==> src/rtl/dbg_gate_pkg.sv <==
package dbg_gate_pkg;
  localparam int KEY_SEC = 0;
  localparam int KEY_NS  = 1;

  typedef struct packed {
    logic all_off;
    logic sec_off;
  } gate_cause_t;
endpackage

==> src/rtl/dbg_ovr_regs.sv <==
module dbg_ovr_regs #(
  parameter int W = 5
) (
  input  logic         clk,
  input  logic         rst_n,
  input  logic         ovr_wr,
  input  logic [W-1:0] ovr_wdata,
  input  logic         lock_wr,
  input  logic [W-1:0] lock_wdata,
  output logic [W-1:0] ovr_q,
  output logic [W-1:0] lock_q
);
  genvar i;
  generate
    for (i = 0; i < W; i++) begin : g_bit
      always_ff @(posedge clk or negedge rst_n) begin
        if (!rst_n) begin
          ovr_q[i]  <= 1'b0;
          lock_q[i] <= 1'b0;
        end else begin
          if (ovr_wr && !lock_q[i]) ovr_q[i] <= ovr_wdata[i];
          if (lock_wr && lock_wdata[i]) lock_q[i] <= 1'b1;
        end
      end

      assert_locked_bit_holds_R8: assert property (@(posedge clk) disable iff (!rst_n)
        lock_q[i] |=> $stable(ovr_q[i]));
      assert_lock_sticky_R9: assert property (@(posedge clk) disable iff (!rst_n)
        lock_q[i] |=> lock_q[i]);
    end
  endgenerate
endmodule

==> src/rtl/dbg_key_eval.sv <==
module dbg_key_eval
  import dbg_gate_pkg::*;
(
  input  logic        clk,
  input  logic        rst_n,
  input  logic [1:0]  key_enrolled,
  input  logic [1:0]  key_match,
  output gate_cause_t cause
);
  logic [1:0] hit;
  assign hit = key_match & key_enrolled;

  always_comb begin
    cause = '0;
    if (^key_enrolled) begin
      cause.all_off = (hit == 2'b00);
    end else if (&key_enrolled) begin
      if (hit == 2'b00)
        cause.all_off = 1'b1;
      else if (!hit[KEY_SEC])
        cause.sec_off = 1'b1;
    end
  end

  assert_cause_exclusive_R6: assert property (@(posedge clk) disable iff (!rst_n)
    !(cause.all_off && cause.sec_off));
  assert_no_keys_no_cause_R10: assert property (@(posedge clk) disable iff (!rst_n)
    (key_enrolled == 2'b00) |-> (cause == '0));
endmodule

==> src/rtl/dbg_feat_mask.sv <==
module dbg_feat_mask
  import dbg_gate_pkg::*;
#(
  parameter int NUM_PROC  = 2,
  parameter int NUM_OTHER = 1,
  localparam int W = NUM_PROC*2 + NUM_OTHER
) (
  input  logic         clk,
  input  logic         rst_n,
  input  logic         flag_all_off,
  input  logic         flag_sec_off,
  input  gate_cause_t  key_cause,
  input  logic [W-1:0] ovr,
  output logic [W-1:0] feat_en
);
  logic [W-1:0] sec_mask;
  genvar i;
  generate
    for (i = 0; i < W; i++) begin : g_mask
      if (i < NUM_PROC*2 && (i % 2) == 0) begin : g_sec
        assign sec_mask[i] = 1'b1;
      end else begin : g_other
        assign sec_mask[i] = 1'b0;
      end
    end
  endgenerate

  logic full_ovr, sec_ovr, all_off, sec_off;
  assign full_ovr = &ovr;
  assign sec_ovr  = ((ovr & sec_mask) == sec_mask);
  assign all_off  = (flag_all_off | key_cause.all_off) & ~full_ovr;
  assign sec_off  = (flag_sec_off | key_cause.sec_off) & ~sec_ovr;
  assign feat_en  = all_off ? '0 : (sec_off ? ~sec_mask : '1);

  assert_flag_all_R2: assert property (@(posedge clk) disable iff (!rst_n)
    (flag_all_off && !(&ovr)) |-> (feat_en == '0));
  assert_flag_sec_R3: assert property (@(posedge clk) disable iff (!rst_n)
    (flag_sec_off && ((ovr & sec_mask) != sec_mask)) |-> ((feat_en & sec_mask) == '0));
  assert_full_ovr_opens_R4: assert property (@(posedge clk) disable iff (!rst_n)
    (&ovr) |-> (feat_en == '1));
endmodule

==> src/rtl/dbg_auth_gate.sv <==
module dbg_auth_gate
  import dbg_gate_pkg::*;
#(
  parameter int NUM_PROC  = 2,
  parameter int NUM_OTHER = 1,
  localparam int W = NUM_PROC*2 + NUM_OTHER
) (
  input  logic         clk,
  input  logic         rst_n,
  input  logic         flag_all_off,
  input  logic         flag_sec_off,
  input  logic [1:0]   key_enrolled,
  input  logic [1:0]   key_match,
  input  logic         ovr_wr,
  input  logic [W-1:0] ovr_wdata,
  input  logic         lock_wr,
  input  logic [W-1:0] lock_wdata,
  output logic [W-1:0] ovr_q,
  output logic [W-1:0] lock_q,
  output logic [W-1:0] feat_en
);
  gate_cause_t key_cause;

  dbg_ovr_regs #(.W(W)) u_regs (
    .clk(clk), .rst_n(rst_n),
    .ovr_wr(ovr_wr), .ovr_wdata(ovr_wdata),
    .lock_wr(lock_wr), .lock_wdata(lock_wdata),
    .ovr_q(ovr_q), .lock_q(lock_q)
  );

  dbg_key_eval u_keys (
    .clk(clk), .rst_n(rst_n),
    .key_enrolled(key_enrolled), .key_match(key_match),
    .cause(key_cause)
  );

  dbg_feat_mask #(.NUM_PROC(NUM_PROC), .NUM_OTHER(NUM_OTHER)) u_mask (
    .clk(clk), .rst_n(rst_n),
    .flag_all_off(flag_all_off), .flag_sec_off(flag_sec_off),
    .key_cause(key_cause), .ovr(ovr_q),
    .feat_en(feat_en)
  );
endmodule

==> config.mk <==
export PLATFORM = sky130hd
export DESIGN_NAME = dbg_auth_gate
export DESIGN_NICKNAME = d
export VERILOG_FILES = /design/src/rtl/dbg_gate_pkg.sv /design/src/rtl/dbg_ovr_regs.sv /design/src/rtl/dbg_key_eval.sv /design/src/rtl/dbg_feat_mask.sv /design/src/rtl/dbg_auth_gate.sv
export SDC_FILE = /design/constraint.sdc
export NUM_CORES = 1
export LEC_CHECK = 0
export ABC_AREA = 0
export ABC_CLOCK_PERIOD_IN_PS = 1100
export BUFFER_PORTS_ARGS = -buffer_cell sky130_fd_sc_hd__buf_2
export CORE_AREA = 2 2 39 41
export CTS_CLUSTER_SIZE = 14
export DETAILED_ROUTE_END_ITERATION = 10
export DIE_AREA = 0 0 41 43
export GPL_TIMING_DRIVEN = 0
export HOLD_SLACK_MARGIN = 0.05
export PLACE_DENSITY_LB_ADDON = 0.25
export SYNTH_ARGS = -nofsm -noshare
export SYNTH_HDL_FRONTEND = slang
export SYNTH_SLANG_ARGS = --single-unit
==> constraint.sdc <==
create_clock -name clk -period 1.1 [get_ports clk]
set_input_delay 0.055 -clock clk [delete_from_list [all_inputs] [get_ports clk]]
set_output_delay 0.055 -clock clk [all_outputs]
set_load 0.02 [all_outputs]
; ---- Word-level counts from Yosys, hierarchy flattened
; Index checks and enable logic that the tools add are counted.
[totals]
regBits = 10
input_bits = 20
output_inout_bits = 15
wordCells = 45
[op_classes]
eq_ne = 1
n_mux = 8
bitwise = 7
reduce_logical = 19
[op_table]
columns = operator, n
row1 = logical AND 1 bit, 10
row2 = zero test 1 bit, 5
row3 = 2-to-1 mux 1 bit, 5
row4 = 2-to-1 mux 5 bit, 1
row5 = AND reduction 5 bit, 1
row6 = 2-to-1 mux 3 bit, 1
row7 = bitwise AND 1 bit, 2
row8 = bitwise AND 2 bit, 1
row9 = "equality test 2 bit, second input constant", 1
row10 = zero test 2 bit, 1
row11 = 2-to-1 mux 2 bit, 1
row12 = NOT 1 bit, 2
row13 = OR 1 bit, 2
row14 = AND reduction 2 bit, 1
row15 = XOR reduction 2 bit, 1

; ---- Logic depth before layout (Yosys ltp)
; Gate-level depths: netlist of run 1.
[depth]
depth_word = 9
depth_mapped = 5
ltp_nobuf = 4

; ---- Modules after synthesis
; A second synthesis of run 1 with hierarchy kept.
[unflattened]
hier_cells = 39
hier_area_um2 = 535.5
[modules_own_cells]
columns = mod, n_inst, cells_per_inst, area_each_um2, seq_area_each_um2
row1 = dbg_ovr_regs, 1, 25, 431.7, 250.2
row2 = dbg_feat_mask, 1, 9, 58.8, 0.0
row3 = dbg_key_eval, 1, 5, 45.0, 0.0

; ---- Worst setup path after synthesis of run 1
; OpenSTA, ideal clock, no wires.
[synth_path]
kind = reg-to-output
start = register u_regs.ovr_q[0]
end = output port feat_en[2]
t_arrival_ns = 1.347
t_required_ns = 1.045
setup_slack_ns = -0.302
stages_incl_launch_ff = 5
path_buffers = 1
cell_sequence = dfrtp_1 > nand2_1 > nor2_1 > a2bb2oi_1 > buf_4
[synth_via]
elab_chain_cells = 5
elab_cells_between_ends = 8
cone_classes = eq/ne (1) / mux (2) / bitwise (4) / reduce/logical (1)
[synth_rtl]
columns = element, line
row1 = "start, declared", dbg_ovr_regs.sv:10  ; output logic [W-1:0] ovr_q,
row2 = "start signal, assigned by index", dbg_ovr_regs.sv:21  ; if (ovr_wr && !lock_q[i]) ovr_q[i] <= ovr_wdata[i];
row3 = equality test 2 bit, dbg_feat_mask.sv:30  ; assign sec_ovr = ((ovr & sec_mask) == sec_mask);
row4 = NOT 1 bit, dbg_feat_mask.sv:32  ; assign sec_off = (flag_sec_off | key_cause.sec_off) & ~sec_ovr;
row5 = bitwise AND 1 bit, dbg_feat_mask.sv:32
row6 = 2-to-1 mux 3 bit, dbg_feat_mask.sv:33  ; assign feat_en = all_off ? '0 : (sec_off ? ~sec_mask : '1);
row7 = 2-to-1 mux 5 bit *, dbg_feat_mask.sv:33
row8 = "end, declared", dbg_auth_gate.sv:20  ; output logic [W-1:0] feat_en
; Every way passes the cells marked *; elsewhere a longest branch is shown, timed or not.

; ---- Final worst setup path of run 1
[layout_path]
start = register u_regs.ovr_q[4]
end = output port feat_en[4]
[layout_via]
elab_chain_cells = 4
[layout_rtl]
columns = element, line
row1 = AND reduction 5 bit, dbg_feat_mask.sv:29  ; assign full_ovr = &ovr;
row2 = NOT 1 bit, dbg_feat_mask.sv:31  ; assign all_off = (flag_all_off | key_cause.all_off) & ~full_ovr;
row3 = bitwise AND 1 bit, dbg_feat_mask.sv:31
row4 = 2-to-1 mux 5 bit, dbg_feat_mask.sv:33
; No other way between the ends.

==> results_dict.tcl, run 1 <==
set metrics [dict create \
    grt_pass1_wl_um 1925 \
    tritoncts "done" \
    cts_buffer_depth 2 \
    clock-sinks 10 \
    grt_usage 0.1614 \
    synth_flop_cell "dfrtp_1" \
    cp_data_arrival_time_ns 1.30 \
    yosysMostFrequentCell "dfrtp_1" \
    avgSynthCellArea_um2 12.61 \
    dr.pass1.iters 2 \
    yosysSeqAreaShare 0.5089 \
    synthTopCellsByCount "10 x dfrtp_1, 5 x a21o_1, 4 x and2b_1, 4 x mux2_4, 3 x buf_4" \
    status "finished with violations" \
    async_flop_share 1.000 \
    cts_max_level 1 \
    antenna_found_initial 0 \
    max-vdd-ir-drop_mv 0.7542 \
    synth.distinct_cells 15 \
    syn_nets 60 \
    antenna_left 0 \
    start_util 0.3553 \
    synth_area_um2 491.7 \
    worstPathRequired_ns 1.04 \
    finalCritPeriodShare 1.228 \
    setup_viol_count_final 5 \
    syn_inst 39 \
    fp.dieW_um 41 \
    yosys_warnings 0 \
    yosys.area.top_type "dfrtp_1" \
    cts-buffers-inserted 3 \
    clkTransAtPathRegs_ns 0.06 \
    rsz0062_at_grt "true" \
    drtIter0Drc 1 \
    cts-root-buf "clkbuf_4" \
    p_leak_nw 0.4582 \
    min_path_type "in2reg" \
    place_hpwl_um 850 \
    synth_edf_count 0 \
    worst_setup_path_end_kind "output port" \
    synth_top_area_frac 0.5089 \
    via_per_inst 4.591 \
    wl_per_cell_um 11.09 \
    drv_slew 0 \
    startpoint_type "register" \
    drcViolationCount 0 \
    final_util 0.6908 \
    grt_overflow_total 0 \
    worstPathMaxFanout 3 \
    insertion_delay_ns 0.26 \
    dieArea_um2 1763 \
    grt_max_degree 11 \
    diodes 0 \
    num_vias 505 \
    die_y_um 43 \
    area_growth_pct 94.40 \
    ys_top_cells_by_area "dfrtp_1 51%, mux2_4 12%, a21o_1 7.6%, and2b_1 6.1%, buf_4 4.6%" \
    drv_cap 0 \
    hold_viol_final 0 \
    finalSetupTns_ns -0.9568 \
    portBuffers 34 \
    failed_checks "setup timing" \
    period_needed_ns 1.351 \
    power_density_nw_per_um2 1307 \
    grt_pass1_vias 488 \
    tightest_slew_ns 0.3041 \
    routed_wl_um 1220 \
    fmaxAchievable_mhz 740.4 \
    max_slew_margin 0.7972 \
    synth_seq_cells 10 \
    drive_above_1_share 0.6702 \
    finalWeightedCongestion 0.6332 \
    fin_ws_ns -0.2506 \
    num_io_pins 35 \
    finClkSkew_ns 0.0001852 \
    coreArea_um2 1384 \
    layout.nets 116 \
    criticalPathCategory "reg2out" \
    rows 14 \
]
==> cell usage in the layout, fill, tap and decap left out, types with 2 or more instances in the layout <==
| master | synthesis | final |
|---|---|---|
| dfrtp_1 | 10 | 5 |
| buf_6 | 0 | 5 |
| buf_2 | 0 | 30 |
| nor2b_1 | 2 | 2 |
| buf_4 | 3 | 8 |
| dlygate4sd3_1 | 0 | 11 |
| a21o_1 | 5 | 5 |
| mux2_4 | 4 | 4 |
| clkbuf_4 | 0 | 3 |
| and2b_1 | 4 | 4 |
| dfrtp_2 | 0 | 5 |
==> sequential cells by signal, indices dropped and copies added (netlist names) <==
signal	flops
u_regs.ovr_q	5
u_regs.lock_q	5
==> cell type report <==
type                    count  area (um2)
fillers                   105       427.9
flip-flops and latches     10       256.5
well taps                  16       20.02
clock buffers               4       36.28
plain buffers               3       26.28
multi-input cells          26       266.5
repair buffers             51       350.3
==> repair_timing <==
item / 4_1_cts / 5_1_grt
gates resized for setup: 10 / 0
pin swaps: 3 / 0
setup endpoints to repair: 5 / 5
endpoints found under the hold margin: 20 / 0
hold buffers: 11 / 0
buffers inserted: 6 / 0
==> worst max-delay path, stage by stage, from the launching register on <==
cell and delay (ns):
dfrtp_2 0.41, nand3_2 0.10, nor2_4 0.04, or2_4 0.23
buf_4 0.13, buf_6 0.12
==> worst paths after layout <==
path                       slack, ns                to  cells past startpoint        startpoint
hold reg to reg                 0.48  u_regs.lock_q[2]                      1  u_regs.lock_q[2]
setup reg to reg                0.09   u_regs.ovr_q[3]                      2  u_regs.lock_q[3]
hold / removal                  0.06  u_regs.lock_q[2]                      2           lock_wr
min in group asynchronous       0.18  u_regs.lock_q[0]                      2             rst_n
max in group asynchronous       0.71   u_regs.ovr_q[4]                      2             rst_n
setup / recovery               -0.25        feat_en[4]                      5   u_regs.ovr_q[4]
==> per-layer routing <==
layer  GRT usage  up-vias  wire (um)
met3     0.03141        0         98
li1            -      245          -
met5           0        -          0
met4     0.08000        0          0
met2      0.2594       24        684
met1      0.1939      236        437
==> cell families after synthesis <==
logic type      count (synthesis)  synth area share
simple gates                   11            0.1323
flops                          10            0.5089
compound gates                  9            0.1425
mux                             5            0.1450
buf+inv                         3           0.04580
fa+ha+maj                       1           0.02544
==> report_power, final <==
group / total, mW / leakage [nW] / switching, mW / internal, mW
Combinational: 0.480 / 0.339 / 0.207 / 0.273
Sequential: 0.446 / 0.0979 / 0.0283 / 0.417
Clock: 0.324 / 0.0210 / 0.124 / 0.201
Total: 1.25 / 0.458 / 0.359 / 0.891
==> stage by stage <==
step / worst slack [ns] / power [mW] / area [um2] / cells / hold WS, ns
2_1_floorplan: -0.01911 / 0.6740 / 539.3 / 39 / -0.2406
3_3_place_gp: -0.2114 / 0.7921 / 729.5 / 89 / -0.07322
3_5_place_dp: -0.2311 / 0.7980 / 729.5 / 89 / -0.07074
4_1_cts: -0.2701 / 1.272 / 955.9 / 110 / 0.05032
5_1_grt: -0.2998 / 1.324 / 955.9 / 110 / 0.06871
6_report: -0.2506 / 1.250 / 955.9 / 110 / 0.06379
Power figures use the tool's default switching activity.
==> inputs of run 2 (changes only) <==
--- a/config.mk
+++ b/config.mk
@@ -9,3 +9,3 @@
 export ABC_CLOCK_PERIOD_IN_PS = 1100
-export BUFFER_PORTS_ARGS = -buffer_cell sky130_fd_sc_hd__buf_2
+export BUFFER_PORTS_ARGS = -buffer_cell sky130_fd_sc_hd__buf_4
 export CORE_AREA = 2 2 39 41
@@ -14,2 +14,3 @@
 export DIE_AREA = 0 0 41 43
+export GPL_ROUTABILITY_DRIVEN = 1
 export GPL_TIMING_DRIVEN = 0
==> constraint.sdc (replaced) <==
create_clock -name clk -period 1.1 [get_ports clk]
set_input_delay 0.11 -clock clk [delete_from_list [all_inputs] [get_ports clk]]
set_output_delay 0.11 -clock clk [all_outputs]
set_load 0.02 [all_outputs]
==> run 2 against run 1 <==
The flow still finishes with violations (setup timing). Non-clock buffer count shrank 5. Critical path depth stayed put. First-iteration DRC count up 100%. Sequential share of layout area down 1.8 points. Maximum frequency is 4.6% lower. Register-to-register slack hardly changed. Worst setup slack lost 0.065 ns. Clock-buffer cell count did not move. Die area is the same. Power up 9.3%. Critical path type unchanged. Largest cell class unchanged.
==> results_dict.tcl, run 2 (synthesis results as in run 1) <==
set metrics [dict create \
    status "finished with violations" \
    failed_checks "setup timing" \
    min_path_type "in2reg" \
    dp_slack_ns -0.2608 \
    final_util 0.7414 \
    clkTransAtPathRegs_ns 0.06 \
    cts_max_level 1 \
    startpoint_type "register" \
    final_cell_mix "30 x buf_4, 13 x buf_6, 6 x dlygate4sd3_1" \
    crit_chain "nand3_2 -> nor2_4 -> or2_4 -> buf_6 -> buf_6" \
    drv_cap 0 \
    grt_pass1_vias 494 \
    rows 14 \
    insertion_delay_ns 0.27 \
    cts-root-buf "clkbuf_4" \
    fmaxAchievable_mhz 706.5 \
    cp_common_cell "buf_6" \
    reg.largest.list "u_regs.lock_q x5, u_regs.ovr_q x5" \
    die_y_um 43 \
    finalWeightedCongestion 0.6226 \
    coreArea_um2 1384 \
    start_util 0.3553 \
    worstPathMaxFanout 3 \
    portBuffers 34 \
    max_slew_margin 0.8757 \
    fin_ws_ns -0.3154 \
    dr.pass1.iters 4 \
    grt_usage 0.1880 \
    place_hpwl_um 965.8 \
    cp_data_arrival_time_ns 1.31 \
    drtIter0Drc 2 \
    mostFrequentLayoutCell "buf_4" \
    p_leak_nw 0.4839 \
    crit_path_top_delay_cell "dfrtp_2" \
    num_io_pins 35 \
    area_growth_pct 108.7 \
    diodes 0 \
    wl_per_cell_um 12.46 \
    worst_setup_path_end_kind "output port" \
    fp.dieW_um 41 \
    via_per_inst 4.638 \
    power_mw 1.366 \
    place_area_um2 847.1 \
    period_needed_ns 1.415 \
    cpPeakStageDelay_ns 0.41 \
    fin_area_um2 1026 \
    dieArea_um2 1763 \
    finClkSkew_ns 0.0002560 \
    fillCellCount 109 \
    tightest_slew_ns 0.1865 \
    antenna_left 0 \
    power_density_nw_per_um2 1332 \
    rsz0062_at_grt "true" \
    drive_above_1_share 0.7303 \
    crit_family "flip-flops" \
    grt_max_degree 11 \
    tritoncts "done" \
    cts-buffers-inserted 3 \
    drcViolationCount 0 \
    cts_buffer_depth 2 \
    antenna_found_initial 0 \
    drv_slew 0 \
    finalCritPeriodShare 1.287 \
    grt_pass1_wl_um 2070 \
    clock-sinks 10 \
    whs_ns 0.06319 \
    num_vias 487 \
    hold_viol_final 0 \
    worstPathRequired_ns 0.99 \
    setup_viol_count_final 5 \
    routed_wl_um 1308 \
    criticalPathCategory "reg2out" \
    layout.nets 111 \
    grt_overflow_total 0 \
    crit_buf_inv 2 \
    max-vdd-ir-drop_mv 0.6397 \
]
## run 2: cell types whose count changed in the layout (fill, tap and decap cells not counted), sizes merged
| cell | change |
|---|---|
| dlygate4sd3 | -5 |
## run 2: stage by stage
step                      cells  TNS, ns
final                       105   -1.335
after CTS                   105   -1.384
after global placement       89  -0.9213
after detailed placement     89   -1.061
after floorplan              39  -0.1171
after global routing        105   -1.574
## run 2: final cells by class
| cell class | instances | area [um2] | share of cell area |
|---|---|---|---|
| plain buffers | 3 | 33.78 | 0.03293 |
| clock buffers | 4 | 36.28 | 0.03537 |
| multi-input cells | 26 | 281.5 | 0.2744 |
| flip-flops and latches | 10 | 256.5 | 0.2500 |
| well taps | 16 | 20.02 | 0.01951 |
| repair buffers | 46 | 397.9 | 0.3878 |
## run 2: report_power, final
part / switching, mW / leakage, nW / total [mW] / internal (mW)
logic: 0.223 / 0.365 / 0.574 / 0.351
registers: 0.0384 / 0.0979 / 0.456 / 0.418
clock network: 0.134 / 0.0210 / 0.336 / 0.202
## run 2: layer usage
metal	routed length, um	track usage	part of all wire	vias up
met5	0	0	0	-
met1	511	0.1873	0.39	227
li1	-	-	-	238
met2	682	0.3094	0.52	19
met4	34	0.1000	0.026	0
met3	79	0.07853	0.060	3
## run 2: path summary, 6_finish.rpt
path                       slack [ns]             start          endpoint  cells past startpoint
max                             -0.32   u_regs.ovr_q[3]        feat_en[4]                      5
min reg2reg                      0.48  u_regs.lock_q[3]  u_regs.lock_q[3]                      1
min in group asynchronous        0.19             rst_n   u_regs.ovr_q[4]                      2
max reg2reg                      0.08  u_regs.lock_q[1]   u_regs.ovr_q[1]                      2
max in group asynchronous        0.76             rst_n   u_regs.ovr_q[2]                      2
min                              0.06      ovr_wdata[4]   u_regs.ovr_q[4]                      2
## run 2: worst reg2reg max path: cells and delay by family (launching register included)
kind,cells,cell delay (ns)
flip-flops,1,0.40
multiplexers,1,0.29
AND/OR/NAND/NOR,1,0.21
## run 2: repair_timing
item	in CTS	in global routing
buffers inserted	6	0
cloned	0	0
gates resized for setup	6	4
hold endpoints to repair	15	0
hold buffers	6	0
endpoints found under the setup margin	5	10
pin swaps	4	1
==> inputs of run 3 (changes only) <==
Settings changed: SETUP_SLACK_MARGIN from default to 0.05.
==> run 3 against run 2 <==
The run still ends with setup timing left. Sequential cell count unchanged. Cell count increased by 0.95%. Power is 0.21% lower. Non-clock buffer count rose by 1. Sequential power about the same.
==> results_dict.tcl, run 3 (synthesis results as in run 1) <==
set metrics [dict create \
    worstPathMaxFanout 3 \
    worstSetupPathDepth 5 \
    finClkSkew_ns 0.005739 \
    final_cell_mix "31 x buf_4, 13 x buf_6, 9 x dfrtp_2" \
    crit_chain "nand3_2 -> nor2_4 -> or2_4 -> buf_6 -> buf_6" \
    coreArea_um2 1384 \
    dieArea_um2 1763 \
    antenna_found_initial 0 \
    criticalPathCategory "reg2out" \
    startpoint_type "register" \
    rows 14 \
    cp-startpoint "u_regs.ovr_q[4]" \
    num_io_pins 35 \
    failed_checks "setup timing" \
    crit_buf_inv 2 \
    drive_above_1_share 0.7778 \
    grt_overflow_total 0 \
    power_mw 1.363 \
    crit_path_end "feat_en[3]" \
    grt_pass1_wl_um 2228 \
    area_growth_pct 111.2 \
    portBuffers 34 \
    reg2reg_from "u_regs.lock_q[1]" \
    grt_pass1_vias 487 \
    use_met2 0.3313 \
    fin_ws_ns -0.2972 \
    clkTransAtPathRegs_ns 0.07 \
    setup_viol_count_final 5 \
    cts-buffers-inserted 3 \
    drcViolationCount 0 \
    drtIter0Drc 3 \
    gr-usage-met1 0.2215 \
    multi_input_area_um2 281.5 \
    routed_wl_um 1457 \
    stdcell_count 106 \
    via_per_inst 4.594 \
    layout.nets 112 \
    finalWeightedCongestion 0.6223 \
    seqCellArea_um2 261.5 \
    dr.pass1.iters 4 \
    cts_max_level 1 \
    fillCellCount 104 \
    cp_common_cell "buf_6" \
    fmaxAchievable_mhz 715.7 \
    finalCritPeriodShare 1.270 \
    cts_buffer_depth 2 \
    cpPeakStageDelay_ns 0.42 \
    placed_cells 89 \
    period_needed_ns 1.397 \
    dp_slack_ns -0.2567 \
    rsz0062_at_grt "true" \
    start_util 0.3553 \
    die_y_um 43 \
    rrSetupSlack_ns 0.05 \
    whs_path_depth 2 \
    busiest_layer "met2" \
    max-vdd-ir-drop_mv 0.7886 \
    hold_viol_final 0 \
    power_density_nw_per_um2 1313 \
    max_slew_margin 0.8656 \
    status "finished with violations" \
    crit_family "flip-flops" \
    num_vias 487 \
    insertion_delay_ns 0.26 \
    p_leak_nw 0.4866 \
    antenna_left 0 \
    grt_max_degree 11 \
    mostFrequentLayoutCell "buf_4" \
    worstRegToRegCells 2 \
    diodes 0 \
    tightest_slew_ns 0.2016 \
    grt_util_met3 0.04712 \
    reg.largest.list "u_regs.lock_q x5, u_regs.ovr_q x5" \
    crit_path_top_delay_cell "dfrtp_2" \
    tritoncts "done" \
    cp_data_arrival_time_ns 1.29 \
    clock-sinks 10 \
    cts-root-buf "clkbuf_4" \
    worstPathRequired_ns 0.99 \
    worst_setup_path_end_kind "output port" \
    grt_usage 0.1933 \
    drv_cap 0 \
    min_path_type "in2reg" \
    fp.dieW_um 41 \
    wl_per_cell_um 13.75 \
    r2r_end "u_regs.ovr_q[1]" \
    drv_slew 0 \
]
==> run 3: per-layer routing <==
metal / vias up / share of wire / wire length, um
met1: 227 / 0.36 / 527
met2: 18 / 0.58 / 849
met4: 0 / 0.0055 / 8
met3: 2 / 0.049 / 71
met5: - / 0 / 0
li1: 240 / - / -
==> run 3: per-stage QoR <==
stage / hold slack, ns / utilization / TNS, ns / area [um2]
detailed placement: -0.05484 / 0.6157 / -1.036 / 852.1
CTS: 0.05027 / 0.7378 / -1.360 / 1021
finish: 0.07381 / 0.7505 / -1.277 / 1039
global placement: -0.05675 / 0.6157 / -0.9219 / 852.1
floorplan: -0.1856 / - / -0.1171 / 576.8
global route: 0.06072 / 0.7505 / -1.536 / 1039
==> run 3: area by class of cell <==
cell class / count / area share
clock buffer: 4 / 0.03494
timing repair buffer: 47 / 0.3904
sequential: 10 / 0.2518
tap: 16 / 0.01928
buffer: 3 / 0.03253
multi-input combinational: 26 / 0.2711
==> run 3: repair_timing <==
item,in CTS,in global routing
hold buffers,5,1
buffers inserted,6,1
setup endpoints to repair,5,13
endpoints found under the hold margin,14,1
pin swaps,3,1
cloned,0,0
resized for setup,10,0
==> run 3: worst min-delay path by stage <==
stage / endpoint / startpoint / slack [ns]
finish: u_regs.ovr_q[4] / ovr_wdata[4] / 0.07
global route: u_regs.ovr_q[4] / ovr_wdata[4] / 0.06
CTS: u_regs.lock_q[3] / lock_wdata[3] / 0.05
detailed placement: u_regs.ovr_q[4] / rst_n / -0.05
global placement: u_regs.ovr_q[1] / rst_n / -0.06
floorplan: u_regs.lock_q[0] / rst_n / -0.19
==> run 3: power breakdown <==
part | switching, mW | leakage, nW | total, mW | internal [mW]
registers | 0.0415 | 0.0967 | 0.459 | 0.418
clock network | 0.123 | 0.0210 | 0.323 | 0.201
logic | 0.230 | 0.369 | 0.581 | 0.351
==> run 3: worst reg2reg max path: stages, from the launching register on <==
cell	delay [ns]
dfrtp_2	0.41
and2b_1	0.21
mux2_4	0.30
